$ cat config.mk
export PLATFORM = sky130hd
export DESIGN_NAME = bitser_pe
export DESIGN_NICKNAME = d
export VERILOG_FILES = /design/src/rtl/pe_pkg.sv /design/src/rtl/pe_fa.sv /design/src/rtl/pe_seq.sv /design/src/rtl/pe_agen.sv /design/src/rtl/pe_alu.sv /design/src/rtl/bitser_pe.sv
export SDC_FILE = /design/constraint.sdc
export NUM_CORES = 1
export LEC_CHECK = 0
export CAP_MARGIN = 5
export CORE_MARGIN = 2
export CORE_UTILIZATION = 57
export DETAILED_ROUTE_END_ITERATION = 10
export GPL_TIMING_DRIVEN = 0
export PLACE_DENSITY_LB_ADDON = 0.2
export SYNTH_ARGS = -nofsm -noshare
export SYNTH_HDL_FRONTEND = slang
export SYNTH_HIERARCHICAL = 1
export SYNTH_SLANG_ARGS = --single-unit
$ cat constraint.sdc
create_clock -name clk -period 4.1 [get_ports clk]
set_input_delay 0.615 -clock clk [delete_from_list [all_inputs] [get_ports clk]]
set_output_delay 0.615 -clock clk [all_outputs]
set_load 0.1 [all_outputs]
$ cat src/rtl/pe_pkg.sv
// Shared types for the bit-serial processing element.
package pe_pkg;

    // Operation codes; the encoding equals the op_sel pin value.
    typedef enum logic {
        OP_ADD = 1'b0,
        OP_MAC = 1'b1
    } pe_op_e;

endpackage

$ cat src/rtl/pe_fa.sv
// One-bit full adder: the only arithmetic element of the processing element.
// Assumes nothing; purely combinational.
module pe_fa (
    input  logic a,
    input  logic b,
    input  logic ci,
    output logic s,
    output logic co
);

    // Sum and majority carry.
    always_comb begin
        s  = a ^ b ^ ci;
        co = (a & b) | (a & ci) | (b & ci);
    end

endmodule

$ cat src/rtl/pe_seq.sv
// Sequencer: accepts a start when idle, clamps the width and walks the
// pass index j, the bit index k and the phase ph. An add is one pass with
// j = 0. A multiply-accumulate makes passes j = b-1 down to 0, each of
// b bit pairs of two cycles. Assumes the width input is held only at start.
module pe_seq
    import pe_pkg::*;
#(
    parameter int MAXW = 16,
    parameter int WW   = $clog2(MAXW + 1),
    parameter int IW   = $clog2(MAXW)
) (
    input  logic          clk,
    input  logic          rst_n,
    input  logic          start,
    input  pe_op_e        op_in,
    input  logic [WW-1:0] wid,
    output logic          busy,
    output pe_op_e        op,
    output logic [IW-1:0] j,
    output logic [IW-1:0] k,
    output logic          ph,
    output logic          accept,
    output logic          pass_end,
    output logic          last
);

    localparam logic [WW-1:0] W_MIN = WW'(2);
    localparam logic [WW-1:0] W_MAX = WW'(MAXW);
    localparam logic [WW-1:0] W_ONE = WW'(1);

    logic [WW-1:0] wid_c;
    logic [WW-1:0] bw;
    logic          pair_last;

    // Clamp the requested width into the supported range.
    always_comb begin
        if (wid < W_MIN)      wid_c = W_MIN;
        else if (wid > W_MAX) wid_c = W_MAX;
        else                  wid_c = wid;
    end

    // Decode the end of a bit pair, of a pass and of the operation.
    always_comb begin
        accept    = start && !busy;
        pair_last = (WW'(k) == (bw - W_ONE));
        pass_end  = busy && ph && pair_last;
        last      = pass_end && (j == '0);
    end

    // Step the counters one cycle at a time while busy.
    always_ff @(posedge clk) begin
        if (!rst_n) begin
            busy <= 1'b0;
            op   <= OP_ADD;
            bw   <= W_MIN;
            j    <= '0;
            k    <= '0;
            ph   <= 1'b0;
        end else if (!busy) begin
            if (start) begin
                busy <= 1'b1;
                op   <= op_in;
                bw   <= wid_c;
                j    <= (op_in == OP_MAC) ? IW'(wid_c - W_ONE) : '0;
                k    <= '0;
                ph   <= 1'b0;
            end
        end else begin
            ph <= ~ph;
            if (ph) begin
                if (pair_last) begin
                    k <= '0;
                    if (j == '0) busy <= 1'b0;
                    else         j    <= j - IW'(1);
                end else begin
                    k <= k + IW'(1);
                end
            end
        end
    end

endmodule

$ cat src/rtl/pe_agen.sv
// Address generator. A bit pair k is active when k >= j. In phase 0 it
// reads the multiplicand bit A[k-j]. In phase 1 it reads the accumulator
// bit (B for add, C for MAC) and writes C[k]. In the idle pair 0 of a MAC
// pass j >= 1, phase 0 fetches multiplier bit B[j]. In pass 1, phase 1
// also prefetches B[0] for the final pass, which has no idle pair.
module pe_agen
    import pe_pkg::*;
#(
    parameter int AW = 10,
    parameter int IW = 4
) (
    input  logic          busy,
    input  pe_op_e        op,
    input  logic [IW-1:0] j,
    input  logic [IW-1:0] k,
    input  logic          ph,
    input  logic [AW-1:0] a_q,
    input  logic [AW-1:0] b_q,
    input  logic [AW-1:0] c_q,
    output logic [AW-1:0] rd_addr,
    output logic [AW-1:0] wr_addr,
    output logic          active,
    output logic          fetch_m,
    output logic          fetch_n
);

    logic idle_pair0;

    // Classify the current cycle.
    always_comb begin
        active     = busy && (k >= j);
        idle_pair0 = busy && (op == OP_MAC) && (j != '0) && (k == '0);
        fetch_m    = idle_pair0 && !ph;
        fetch_n    = idle_pair0 && ph && (j == IW'(1));
    end

    // Select the read address for this cycle.
    always_comb begin
        if (active && !ph)
            rd_addr = a_q + AW'(k - j);
        else if (active)
            rd_addr = ((op == OP_ADD) ? b_q : c_q) + AW'(k);
        else if (fetch_m)
            rd_addr = b_q + AW'(j);
        else if (fetch_n)
            rd_addr = b_q + AW'(j - IW'(1));
        else
            rd_addr = a_q;
    end

    // The result bit always lands at position k of C.
    always_comb wr_addr = c_q + AW'(k);

endmodule

$ cat src/rtl/pe_alu.sv
// Bit datapath: multiplicand-bit latch, two multiplier-bit latches, the
// carry flip-flop and the full adder. The addend is the multiplicand bit
// gated by the multiplier bit (forced to 1 for add). The carry clears at
// the end of every pass and while idle.
module pe_alu (
    input  logic clk,
    input  logic rst_n,
    input  logic clr_carry,
    input  logic cap_a,
    input  logic cap_m,
    input  logic cap_n,
    input  logic add_en,
    input  logic is_add,
    input  logic use_n,
    input  logic rd_bit,
    output logic wr_bit
);

    logic abit, mb, nb, carry, mult, addend, cout;

    // Capture operand bits fetched from memory.
    always_ff @(posedge clk) begin
        if (!rst_n) begin
            abit <= 1'b0;
            mb   <= 1'b0;
            nb   <= 1'b0;
        end else begin
            if (cap_a) abit <= rd_bit;
            if (cap_m) mb   <= rd_bit;
            if (cap_n) nb   <= rd_bit;
        end
    end

    // Carry flip-flop: cleared between passes, updated on each add step.
    always_ff @(posedge clk) begin
        if (!rst_n)         carry <= 1'b0;
        else if (clr_carry) carry <= 1'b0;
        else if (add_en)    carry <= cout;
    end

    // Gate the multiplicand bit with the active multiplier bit.
    always_comb begin
        mult   = is_add ? 1'b1 : (use_n ? nb : mb);
        addend = abit & mult;
    end

    pe_fa u_fa (
        .a  (addend),
        .b  (rd_bit),
        .ci (carry),
        .s  (wr_bit),
        .co (cout)
    );

endmodule

$ cat src/rtl/bitser_pe.sv
// Bit-serial processing element, top level. Runs add (C = A + B) or
// multiply-accumulate (C = C + A*B) on b-bit two's complement words stored
// one bit per address, least significant bit at the base. Assumes the
// memory read is combinational, the write is synchronous, and for MAC the
// C range does not overlap A or B.
module bitser_pe
    import pe_pkg::*;
#(
    parameter int MAXW = 16,
    parameter int AW   = 10,
    parameter int WW   = $clog2(MAXW + 1)
) (
    input  logic          clk,
    input  logic          rst_n,
    input  logic          start,
    input  logic          op_sel,
    input  logic [WW-1:0] width_sel,
    input  logic [AW-1:0] a_base,
    input  logic [AW-1:0] b_base,
    input  logic [AW-1:0] c_base,
    output logic          done,
    output logic [AW-1:0] mem_rd_addr,
    input  logic          mem_rd_bit,
    output logic          mem_wr_en,
    output logic [AW-1:0] mem_wr_addr,
    output logic          mem_wr_bit
);

    localparam int IW = (MAXW > 2) ? $clog2(MAXW) : 1;

    pe_op_e        op_in, op_q;
    logic          busy, ph, accept, pass_end, last;
    logic          active, fetch_m, fetch_n;
    logic [IW-1:0] j, k;
    logic [AW-1:0] a_q, b_q, c_q;

    assign op_in = pe_op_e'(op_sel);

    // Hold the operand bases for the whole operation.
    always_ff @(posedge clk) begin
        if (!rst_n) begin
            a_q <= '0;
            b_q <= '0;
            c_q <= '0;
        end else if (accept) begin
            a_q <= a_base;
            b_q <= b_base;
            c_q <= c_base;
        end
    end

    pe_seq #(.MAXW(MAXW), .WW(WW), .IW(IW)) u_seq (
        .clk      (clk),
        .rst_n    (rst_n),
        .start    (start),
        .op_in    (op_in),
        .wid      (width_sel),
        .busy     (busy),
        .op       (op_q),
        .j        (j),
        .k        (k),
        .ph       (ph),
        .accept   (accept),
        .pass_end (pass_end),
        .last     (last)
    );

    pe_agen #(.AW(AW), .IW(IW)) u_agen (
        .busy    (busy),
        .op      (op_q),
        .j       (j),
        .k       (k),
        .ph      (ph),
        .a_q     (a_q),
        .b_q     (b_q),
        .c_q     (c_q),
        .rd_addr (mem_rd_addr),
        .wr_addr (mem_wr_addr),
        .active  (active),
        .fetch_m (fetch_m),
        .fetch_n (fetch_n)
    );

    pe_alu u_alu (
        .clk       (clk),
        .rst_n     (rst_n),
        .clr_carry (pass_end || !busy),
        .cap_a     (active && !ph),
        .cap_m     (fetch_m),
        .cap_n     (fetch_n),
        .add_en    (active && ph),
        .is_add    (op_q == OP_ADD),
        .use_n     ((op_q == OP_MAC) && (j == '0)),
        .rd_bit    (mem_rd_bit),
        .wr_bit    (mem_wr_bit)
    );

    // Result write and completion pulse.
    always_comb begin
        mem_wr_en = active && ph;
        done      = last;
    end

endmodule

Word level (Yosys, flattened, before mapping):

Cells that the tools add are included.

* register bits after elaboration: 50
* output and inout port bits: 23

* $add $sub $neg: 11
* $lt $le $gt $ge: 3
* eq/ne operators: 5
* multiplexer cells: 26
* bitwise logic cells: 11
* reductions and logical operators: 25

Operators with widths (count)
* $mux 10: 5
* $mux 4: 10
* $add 10x4->10: 3
* $add 10x10->10: 2
* $logic_and 1x1->1: 14
* $mux 5: 2
* $mux 1: 9
* $logic_not 4->1: 2
* $sub 4x1->4 const B: 2
* $ne 2x2->1 const B: 3
* $eq 4x5->1: 1
* $gt 5x5->1 const B: 1
* $lt 5x2->1 const B: 1
* $sub 4x1->5 const B: 1
* $sub 4x4->5: 1
* $sub 5x1->5 const B: 1
* $add 4x1->4 const B: 1
* $and 1x1->1: 4
* $eq 4x1->1 const B: 1
* $ge 4x4->1: 1
* $reduce_and 2->1: 2
* $reduce_and 4->1: 1
* $reduce_bool 4->1: 1
* $not 1->1: 3
* other kinds (6): 9

Logic depth before layout (Yosys ltp):

Gate-level depths: netlist (run 1).

* depth after elaboration: 9
* gate-level depth with buffers: 13
* gate-level depth less buffers: 13

Modules after synthesis:

The synthesis (run 1) kept the hierarchy.

By module, submodules not included
* pe_agen: instances 1, cells each 307, area an instance 2319.7 µm², sequential area each 0.0 µm²
* bitser_pe: instances 1, cells each 103, area an instance 1172.4 µm², sequential area each 600.6 µm²
* pe_seq: instances 1, cells each 115, area an instance 969.7 µm², sequential area each 320.3 µm²
* pe_alu: instances 1, cells each 14, area an instance 165.2 µm², sequential area each 80.1 µm²
* pe_fa: instances 1, cells each 1, area an instance 20.0 µm², sequential area each 0.0 µm²

Worst setup path after synthesis (run 1):

OpenSTA, ideal clock, no wires.

* path type: reg2out
* start: register u_seq.j[0]
* end: output port mem_rd_addr[5]
* data arrival time: 4738 ps
* slack: -1253 ps
* cell stages (with the launch flop): 12
* path through: dfxtp_1 -> ha_1 -> inv_1 -> fa_1 -> a21o_1 -> a21oi_1 -> ha_1 -> a41oi_1 -> o21ai_0 -> xor2_1 -> nor3_1 -> a211oi_1

* longest elaborated chain between the ends: 9

Ends and longest elaborated chain
* from (decl): RTL line pe_seq.sv:19 `output logic [IW-1:0] j,`
* from (signal assigned): RTL line pe_seq.sv:64 `j <= (op_in == OP_MAC) ? IW'(wid_c - W_ONE) : '0;`
* from (signal assigned): RTL line pe_seq.sv:74 `else j <= j - IW'(1);`
* branches (longest 8 deep; another with $add 10x10->10)
* $mux 10 *: RTL line pe_agen.sv:39 `if (active && !ph)`
* to (decl): RTL line bitser_pe.sv:22 `output logic [AW-1:0] mem_rd_addr,`

Mark *: on every way between the ends.

Worst setup path in the final report (run 1):

* start: register u_seq.j[1]
* end: output port mem_rd_addr[8]

The elaborated chain is that of the path after synthesis.

==> results of run 1 <==
[cell type report]
class | count | area, um2
Sequential cell | 50 | 1020
Inverter | 36 | 151
Clock buffer | 6 | 72.6
Clock inverter | 1 | 7.51
Multi-Input combinational cell | 436 | 3510
Timing Repair Buffer | 68 | 664
Buffer | 18 | 104
Tap cell | 102 | 128
Fill cell | 670 | 2150
[placed cells by master (no fill, tap or decap), drive strengths merged, types with 4 or more instances in the layout]
cell           Yosys  final
ha                42     42
xor2              22     22
nand3              9      9
clkdlybuf4s50      0     48
dfxtp             50     50
nor3b              5      5
a21boi             4      4
clkbuf            11     18
and2               6      6
nor3              11     11
a221oi             6      6
xnor2             24     24
mux2               7      7
nor2              28     28
nand3b             4      4
o21a               4      4
a21o              11     11
nand2b             8      8
mux2i             44     44
inv               35     34
and3               8      8
nand2             28     28
a21oi             25     25
o21bai             4      4
o21ai             28     28
fa                 7      7
buf                7     20
a211o              4      4
o221ai             4      4
a211oi            10     10
nor2b             42     42
[timing repair]
item                                    in CTS  in global routing
resized for setup                           57                 36
cloned                                       0                  0
buffers inserted                             2                  4
pin swaps                                    2                  4
endpoints found under the setup margin      12                 12
endpoints found under the hold margin        0                  0
[critical path, cell delays in order (launching register included)]
cell	delay, ps
dfxtp_4	400
clkinvlp_4	170
ha_1	340
a21o_1	200
a21oi_2	160
xnor2_1	170
ha_1	320
and3_1	200
a221oi_1	330
o21bai_1	120
xor2_1	140
mux2i_1	100
a22oi_2	190
buf_6	250
[logic make-up after synthesis]
group,Yosys count
AOI/OAI and AO/OA,130
xor gates and xnor gates,46
adders and majority gates,49
buffers and inverters,54
and+or+nand+nor,160
DFF,50
muxes,51
[state kept, by name (all words and copies together), names as in the netlist]
| register | flops |
|---|---|
| b_q | 10 |
| u_seq/bw | 5 |
| u_seq/op | 1 |
| u_seq/j | 4 |
| u_alu/mb | 1 |
| u_alu/abit | 1 |
| u_alu/carry | 1 |
| c_q | 10 |
| u_seq/k | 4 |
| u_seq/ph | 1 |
| a_q | 10 |
| u_seq/busy | 1 |
| u_alu/nb | 1 |
[power by group through the flow]
stage | registers, mW | clock network (mW) | logic (mW)
2_1_floorplan | 0.550 | 0 | 0.604
3_3_place_gp | 0.566 | 0 | 0.755
3_5_place_dp | 0.567 | 0 | 0.780
4_1_cts | 0.556 | 0.296 | 0.783
5_1_grt | 0.559 | 0.319 | 0.891
6_report | 0.554 | 0.292 | 0.830
[layer usage]
metal | wire length, um | vias up | global-route usage
li1 | - | 2097 | -
met1 | 5160 | 2064 | 0.340
met2 | 6160 | 148 | 0.504
met3 | 639 | 22 | 0.0385
met4 | 259 | 0 | 0.0749
met5 | 0 | - | 0
[how the worst max path moves through the flow]
stage                     from        endpoint  slack, ps
finish              u_seq/j[1]  mem_rd_addr[8]         70
global route          u_seq/op  mem_rd_addr[5]        -40
detailed placement  u_seq/j[1]  mem_rd_addr[8]       -730
floorplan           u_seq/k[1]  mem_rd_addr[2]       -130
global placement    u_seq/j[1]  mem_rd_addr[8]       -730
CTS                 u_seq/j[2]       mem_wr_en          1
[through the flow]
step           hold WS (ps)  setup slack, ps
3_5_place_dp            502             -734
6_report                510             66.2
2_1_floorplan           453             -134
3_3_place_gp            497             -730
4_1_cts                 519             1.50
5_1_grt                 547            -35.5
==> impl_results.md, run 1 <==
- Fin area: 5650 um2
- CP Data Required Time: 3480 ps
- Mapped cell area: between 4000 and 5000 um2
- Final Max Tran Viols: 0
- Combinational share of power: 0.495
- RSZ-0062 raised after global routing: yes
- Number of global-route vias before repair: 4,235
- Switch share: 0.434
- Num rows: 32
- First-pass detailed-route iteration total: 5
- Area grow syn2layout: 21.7%
- DP Cell Count: 704
- Flop pwr share: 0.331
- CTS sink cnt: 50
- Setup TNS: 0 ps
- Slew @ Worst Pin: 976 ps
- Max Root-Sink Buffers: 2
- Chip Height: about 94 um
- Root Driver: clkbuf_8
- FF-to-FF path depth: 10
- Fmax achieved: roughly 0.25 GHz
- Post-synth EDFFs: 0
- Synth top cells by count: dfxtp_1 (50), mux2i_1 (44), ha_1 (42), nor2b_1 (42), inv_1 (35)
- Final HPWL DP: 9350 um
- First-pass GRT wire length: between 15,000 and 20,000 um
- Simple-Gate Fraction of Synth Area: 0.188
- Worst Hold Depth: 2
- Tmin final: about 4000 ps
- Crit start category: flip-flop
- Total chip power: 1.68 mW
- Max-cap check violation count: 0
- Layout cell share with drive strength beyond 1: 0.124
- CTS H-tree depth: 2
- Via Count: 4,331
- Area share of the leading cell type in the synthesized netlist: 0.215
- Final nets: 704
- Reg-to-Reg Start: u_seq/j[3]
- Initial Util: 0.595
- Drc violations: 0
- CTS buffer count: 5
- Syn avg cell area: 8.61 um2
- Synth Area in XOR/XNOR: 0.0867
- Die W: 94.3 um
- CP max FO: 6
- GRT Util Overall: 0.277
- Power Density: 297 nW/um2
- Final setup violation count: 0
- CTS clk-pin slew, worst paths: 100 ps
- Most common cell in the netlist: dfxtp_1
- Final cell count without fillers: 717
- Antenna viol nets, final: 0
- Critical path type: flip-flop to output port
- Critical Path End Type: output port
- Hold_sp: u_seq/busy
- Multiplexer share of the synthesized area: 0.113
- Area share of fa/ha/maj cells after synthesis: 0.143
- Dominant cell type by area after synthesis: dfxtp_1
- Leak: 2.37 nW
- Rel. slew slack: 0.347
- Final period util: 0.984
- Post-synth net total: approximately 630
- Routed len/inst: 17.0 um
- Final wirelength: 12,200 um
- Post-DP Area: 5430 um2
- Gpl congestion: around 1
- Synth area leaders: dfxtp_1 (22%), ha_1 (11%), mux2i_1 (9.5%)
- Ys async rst share: 0
- CTS tree: built
- Internal power: 0.949 mW
- Initial DRC count: around 230
- Sequential fraction of the synthesis area: 0.215
- Core Area: 7810 um2
- DIE AREA: 8890 um2
- Clk_lat worst skew: 310 ps
- DR vias/cell: 6.04
- Register bit total from synthesis: 50
- Distinct cells, synth: 64
- FF-to-FF End: u_alu/carry
- Hold_buf cts: 0
- Largest net degree at the start of global routing: 15
- Initial antenna violation count: 0
- Warnings, synthesis: 6
- Ant diodes: 0
- Final core utilization: 0.724
- Largest family of logic cells by synthesized area: compound AO/OA/AOI/OAI gates
- Synthesized instance count: 540
- I/O pin count: 63
- Worst min-delay path endpoint: u_alu/carry
- VDD IR max: 0.000179 V
- Hold Path Class: flip-flop to flip-flop
- GRT overflow: 0
- WP data arrival: between 3000 and 4000 ps
- Post-synthesis compound-gate area fraction: 0.201
- R2r setup slk: roughly 1400 ps
- Final Hold Fails: 0
- Main flop type after synthesis: dfxtp_1
- Sw power: 0.728 mW
- Clock skew: 9.84 ps
- Clock share of power: 0.174
- Outcome: finished, final reports clean
- I/O Buffers: 62
(Power assumes the default switching activity.)
==> inputs of run 2 (changes only) <==
- CTS_CLUSTER_DIAMETER: default -> 40
==> results of run 2 <==
The final DEF is identical to that of run 1; final timing and power are the same.
